**src/rtl/l1a_pkg.sv**
```systemverilog
package l1a_pkg;
  // Second feedback tap (0-based) for a maximal-length Fibonacci LFSR
  // whose first tap is the top bit.
  function automatic int lfsr_tap2(input int w);
    case (w)
      7:       return 5;
      15:      return 13;
      22:      return 20;
      23:      return 17;
      default: return 20;
    endcase
  endfunction
endpackage

```
**src/rtl/l1a_lfsr.sv**
```systemverilog
module l1a_lfsr #(
  parameter int          W    = 22,
  parameter logic [W-1:0] SEED = 1
) (
  input  logic         clk_i,
  input  logic         rst_i,
  input  logic         step_i,
  output logic [W-1:0] state_o
);
  localparam int TAP2 = l1a_pkg::lfsr_tap2(W);

  logic [W-1:0] state_q;
  logic         fb;

  assign fb = state_q[W-1] ^ state_q[TAP2];

  always_ff @(posedge clk_i) begin
    if (rst_i)       state_q <= SEED;
    else if (step_i) state_q <= {state_q[W-2:0], fb};
  end

  assign state_o = state_q;
endmodule

```
**src/rtl/l1a_decide.sv**
```systemverilog
module l1a_decide #(
  parameter int W = 22
) (
  input  logic [W-1:0] rnd_i,
  input  logic [W-1:0] thr_i,
  input  logic         en_i,
  input  logic         filled_i,
  output logic         eval_o,
  output logic         fire_o
);
  always_comb begin
    eval_o = en_i & filled_i;
    fire_o = eval_o & (rnd_i < thr_i);
  end
endmodule

```
**src/rtl/l1a_tagger.sv**
```systemverilog
module l1a_tagger #(
  parameter int BXN_W = 12,
  parameter int EVN_W = 20
) (
  input  logic             clk_i,
  input  logic             rst_i,
  input  logic             fire_i,
  input  logic [BXN_W-1:0] bxn_i,
  output logic             l1a_o,
  output logic [BXN_W-1:0] bxn_o,
  output logic [EVN_W-1:0] evn_o
);
  logic [EVN_W-1:0] next_evn_q;

  always_ff @(posedge clk_i) begin
    if (rst_i) begin
      l1a_o      <= 1'b0;
      bxn_o      <= '0;
      evn_o      <= '0;
      next_evn_q <= '0;
    end else begin
      l1a_o <= fire_i;
      if (fire_i) begin
        bxn_o      <= bxn_i;
        evn_o      <= next_evn_q;
        next_evn_q <= next_evn_q + 1'b1;
      end
    end
  end
endmodule

```
**src/rtl/l1a_rand_gen.sv**
```systemverilog
module l1a_rand_gen #(
  parameter int              LFSR_W = 22,
  parameter int              BXN_W  = 12,
  parameter int              EVN_W  = 20,
  parameter logic [LFSR_W-1:0] SEED = 1
) (
  input  logic              clk_i,
  input  logic              rst_i,
  input  logic              en_i,
  input  logic [LFSR_W-1:0] thr_i,
  input  logic [BXN_W-1:0]  bxn_i,
  input  logic              filled_i,
  output logic              l1a_o,
  output logic [BXN_W-1:0]  bxn_o,
  output logic [EVN_W-1:0]  evn_o
);
  logic [LFSR_W-1:0] rnd;
  logic              eval_slot;
  logic              fire;

  l1a_lfsr #(.W(LFSR_W), .SEED(SEED)) lfsr_i (
    .clk_i   (clk_i),
    .rst_i   (rst_i),
    .step_i  (eval_slot),
    .state_o (rnd)
  );

  l1a_decide #(.W(LFSR_W)) decide_i (
    .rnd_i    (rnd),
    .thr_i    (thr_i),
    .en_i     (en_i),
    .filled_i (filled_i),
    .eval_o   (eval_slot),
    .fire_o   (fire)
  );

  l1a_tagger #(.BXN_W(BXN_W), .EVN_W(EVN_W)) tagger_i (
    .clk_i  (clk_i),
    .rst_i  (rst_i),
    .fire_i (fire),
    .bxn_i  (bxn_i),
    .l1a_o  (l1a_o),
    .bxn_o  (bxn_o),
    .evn_o  (evn_o)
  );
endmodule

```
**config.mk**
```make
export PLATFORM = sky130hd
export DESIGN_NAME = l1a_rand_gen
export DESIGN_NICKNAME = d
export VERILOG_FILES = /design/src/rtl/l1a_pkg.sv /design/src/rtl/l1a_lfsr.sv /design/src/rtl/l1a_decide.sv /design/src/rtl/l1a_tagger.sv /design/src/rtl/l1a_rand_gen.sv
export SDC_FILE = /design/constraint.sdc
export NUM_CORES = 1
export LEC_CHECK = 0
export ABC_CLOCK_PERIOD_IN_PS = 4110
export CAP_MARGIN = 25
export CORE_UTILIZATION = 48
export CTS_BUF_LIST = sky130_fd_sc_hd__clkbuf_8
export CTS_CLUSTER_DIAMETER = 80
export DETAILED_ROUTE_END_ITERATION = 6
export PLACE_DENSITY = 0.74
export SLEW_MARGIN = 0
export SYNTH_ARGS = -nofsm -noshare
export SYNTH_HDL_FRONTEND = slang
export SYNTH_HIERARCHICAL = 1
export SYNTH_SLANG_ARGS = --single-unit
```
**constraint.sdc**
```tcl
create_clock -name clk_i -period 4.11 [get_ports clk_i]
set_input_delay 0.822 -clock clk_i [delete_from_list [all_inputs] [get_ports clk_i]]
set_output_delay 0.822 -clock clk_i [all_outputs]
set_load 0.02 [all_outputs]
```
After elaboration in Yosys (flattened, before gate mapping)
Index checks and enable logic that the tools add are counted.
W data, S select, Z words.

word-level totals
  input bits = 38
  word-level logic and storage cells = 10
  register bits = 75
  output and inout bits = 33

operators by class
  order comparisons = 1
  bitwise logic cells = 3
  $add $sub $neg = 1

operators with widths
  kind                     count
  $lt A22 B22 Y1           1
  $add A20 B1 Y20 const B  1
  $and A1 B1 Y1            2
  $xor A1 B1 Y1            1

Longest topological paths before layout
  depth in word-level cells = 2
  mapped depth = 12
  depth with buffers taken out = 11

Cells and area by module
Netlist, hierarchy kept.

by module, submodules not included
  module      area each (um^2)  cells each  instances  sequential area each (um^2)
  l1a_tagger  2119.5            208         1          1061.0
  l1a_lfsr    813.3             73          1          440.4
  l1a_decide  544.3             75          1          0.0

Worst setup path before layout
Ideal clock, no wire load.

  path kind = input to register
  from = input thr_i[19]
  to = register tagger_i.next_evn_q[19]
  setup time = 0.121 ns
  required time = 3.989 ns
  path slack = 1.023 ns
  arrival time = 2.966 ns
  stages on the path = 11
  path buffers = 1
  cells stage by stage = inv_1 > ha_1 > a21o_1 > a21o_1 > a222oi_1 > and3_1 > buf_8 > nand4_2 > nor4_4 > nor3b_2 > mux2_2

between the ends
  cells in the longest elaborated chain, start to end = 2

ends and longest elaborated chain
  what                    RTL line            RTL
  start: declaration      l1a_rand_gen.sv:10  input logic [LFSR_W-1:0] thr_i,
  $lt A22 B22 Y1          l1a_decide.sv:13    fire_o = eval_o & (rnd_i < thr_i);
  $and A1 B1 Y1           l1a_decide.sv:13
  via fire                l1a_rand_gen.sv:19  logic fire;
  end signal: assignment  l1a_tagger.sv:26    next_evn_q <= next_evn_q + 1'b1;
  end: declaration        l1a_tagger.sv:13    logic [EVN_W-1:0] next_evn_q;

The timed path passes the listed nets, and every way through them passes these cells.
A chain may end at the register's enable or synchronous reset.

Worst setup path in the final report
Same ends and word-level chain as after synthesis.

==> summary.txt <==
Placement
  – Routability cong.: slightly above 0.8
  – PortBufs: 70
  – Place WS: around 410 ps
  – HPWL Detailed: roughly 4600 um
  – DP Cell Count: roughly 500

Routing
  – Wirelength per Cell: roughly 12 um
  – Via count: approximately 2600
  – Total Wirelength: 6400 um
  – DR iter-0 viols: 83
  – TritonRoute pass-1 iters: 4
  – Drt via density: between 5 and 6
  – DRC Markers: 0
  – Remaining antenna violation count: 0

Timing
  – Setup TNS: 0 ps
  – Final worst path period share: about 80%
  – Slew Limit Fails: 0
  – Slew margin rel.: between 50% and 60%
  – Worst-Margin Slew: between 700 and 800 ps
  – Setup repair after global routing missed its margin: no
  – Final WS setup: about 760 ps
  – FMAX: 299 MHz
  – Final Hold Fails: 0
  – Minimum clock period: around 3300 ps
  – Final clock skew: about 6.1 ps
  – Final setup viols: 0

Clocking
  – Post-CTS setup buffer count: 0
  – Worst-skew pair later-pin latency: around 350 ps
  – Cts bufs inserted: 9
  – Clk sinks: 75
  – Hold-fix buffers, CTS: 0
  – Clk root buf: clkbuf_8
  – Post-CTS Resized: 0
  – Clk buf depth: 2
  – Clock Pin Slew Worst Setup and Hold Paths: 80 ps
  – CTS tree: done
  – H-Tree Depth: 3

Synth
  – Area leader, netlist: dfxtp_1
  – Post-synthesis cell area: 3480 um^2
  – Net Count, Synth: approximately 420
  – Synthesis-stage register bit count: 75
  – Mean Syn Cell Area: between 9 and 10 um^2
  – Synth top area cells: dfxtp_1, mux2i_1, ha_1
  – Distinct cells, synth: 45
  – Share of the synthesized area in the top cell type: roughly 43%
  – Asr flop ratio synth: 0%
  – Synth warn: 6
  – Synthesized instance count: approximately 360
  – Main flop type after synthesis: dfxtp_1
  – Seq/Total Area, Yosys: between 40% and 50%
  – Number of flops mapped to enable cells by yosys: 0

Die
  – Cell row count: 30
  – Boundary Pins: 71
  – Initial Utilization: 50.3%
  – Core footprint: approximately 7000 um^2
  – Die area: around 7600 um^2
  – Die Span Y: between 80 and 90 um
  – Die width: 87.1 um

Worst setup path
  – Crit end category: flop
  – Critical-path maximum fanout: 8
  – Worst setup SP type: input port
  – Crit Path Class: input port to flop
  – Crit path DAT: 3590 ps
  – Worst EP required: about 4400 ps

Flow run
  – Count of maximum capacitance violations: 0

Power
  – Switching part of the total power: 23.8%
  – Psw: about 340 uW
  – Combinational share of power: a little under a tenth
  – Power share of the sequential group: a little over half
  – Clock power frac: slightly below 40%
  – Pwr/cell area: roughly 330 nW/um^2
  – P_int: about 1100 uW
  – Lkg Pwr: between 0.0015 and 0.002 uW
  – Worst vdd ir: between 0.00015 and 0.0002 V

Global route
  – First-pass GRT wire length: 11200 um
  – Antenna violations before repair: 0
  – Number of global-route vias before repair: 2570
  – GR Util All Layers: approximately a fifth
  – Largest net degree at the start of global routing: 43
  – Final global-route overflow total: 0

Finish
  – Fill count: around 600
  – Layout cells sized above 1: about 8.4%
  – Syn-to-layout area delta: 25.6%
  – Nets: between 400 and 500
  – Count of non-filler cells in the finished layout: approximately 520
  – Antenna diodes: 0
  – Final core utilization: 63.2%

Hold path
  – Hold/Removal Path Class: flop to flop

Outcome
  – Status: finished clean
cells in the mapped netlist (5+ instances only):
master    number
a21oi_1       15
mux2i_1       54
o21ai_0        6
nand4_1        5
xor2_1         6
dfxtp_1       75
nor2_1        70
ha_1          22
nand2_1        8
clkbuf_1       6
xnor2_1        5
nand3_1        8
buf_2          5
inv_1         23
registers in the layout, indices dropped and copies added, names as in the netlist:
register             flops
tagger_i/bxn_o          12
lfsr_i/state_o          22
tagger_i/l1a_o           1
tagger_i/evn_o          20
tagger_i/next_evn_q     20
cell usage in the layout (no fill, tap or decap), types with 2 or more instances in the layout:
cell type and instances:
or3_1 3, nor3_1 3, nand4_2 3, clkdlybuf4s50_1 69
inv_1 24, and4_1 2, buf_4 4, xor2_1 6
clkinv_2 2, a21oi_1 15, mux2i_1 54, a21o_1 3
clkbuf_8 9, nor2_1 70, nand4_1 5, nand3_1 8
dfxtp_1 75, mux2_2 3, nor2b_1 3, o21ai_0 6
nand2_1 8, ha_1 22, and3_2 2, xnor2_1 5
nand2b_1 2
cell families (layout without fill, tap and decap cells):
group,Yosys count,after routing,share of synthesized area (%)
fa+ha+maj,22,22,7.92
simple gates,121,121,18.0
flops,75,75,43.2
mux,57,57,16.5
buf+inv,41,113,6.76
xor+xnor,11,11,2.77
compound gates,29,29,4.86
final cells by class:
type / instances / area, um^2 / area share [%]
clock inverters: 7 / 68.8 / 1.58
multi-input cells: 240 / 1740 / 39.9
flip-flops and latches: 75 / 1500 / 34.4
repair buffers: 74 / 726 / 16.6
inverters: 23 / 86.3 / 1.98
well taps: 96 / 120 / 2.75
clock buffers: 9 / 124 / 2.84
path summary, 6_finish.rpt:
check / slack, ps / startpoint / end / cells after the start
setup / recovery: 760 / thr_i[19] / tagger_i/next_evn_q[19] / 11
hold / removal: 490 / tagger_i/evn_o[5] / tagger_i/evn_o[5] / 2
setup reg to reg: 1410 / lfsr_i/state_o[19] / tagger_i/next_evn_q[19] / 9
hold reg to reg: 490 / tagger_i/evn_o[5] / tagger_i/evn_o[5] / 2
routing by layer:
layer | part of all wire, % | track usage (%)
met2 | 46 | 31.3
met1 | 48 | 23.3
met5 | 0 | 0
met3 | 4.3 | 4.27
met4 | 1.6 | 8.64
through the flow:
| step | hold slack, ps | power [uW] | instance area, um^2 |
|---|---|---|---|
| finish | 494 | 1420 | 4370 |
| global route | 528 | 1490 | 4370 |
| CTS | 502 | 1440 | 4370 |
| detailed placement | 482 | 890 | 4180 |
| global placement | 471 | 886 | 4180 |
| floorplan | 471 | 835 | 3480 |
critical path: stages:
cell	delay (ps)
clkdlybuf4s50_1	450
inv_1	40
ha_1	320
a21o_1	170
a21o_1	170
a222oi_1	240
and3_2	290
nand4_2	210
nor4_4	290
nor3b_2	230
mux2_2	350
power by group through the flow:
stage | Clock, uW | Combinational, uW | Sequential, uW
after detailed placement | 0 | 131 | 759
after global routing | 603 | 142 | 743
final | 552 | 129 | 742
after floorplan | 0 | 69.4 | 766
after CTS | 572 | 131 | 742
after global placement | 0 | 128 | 759
No activity file was read; power rests on OpenSTA's default activity.
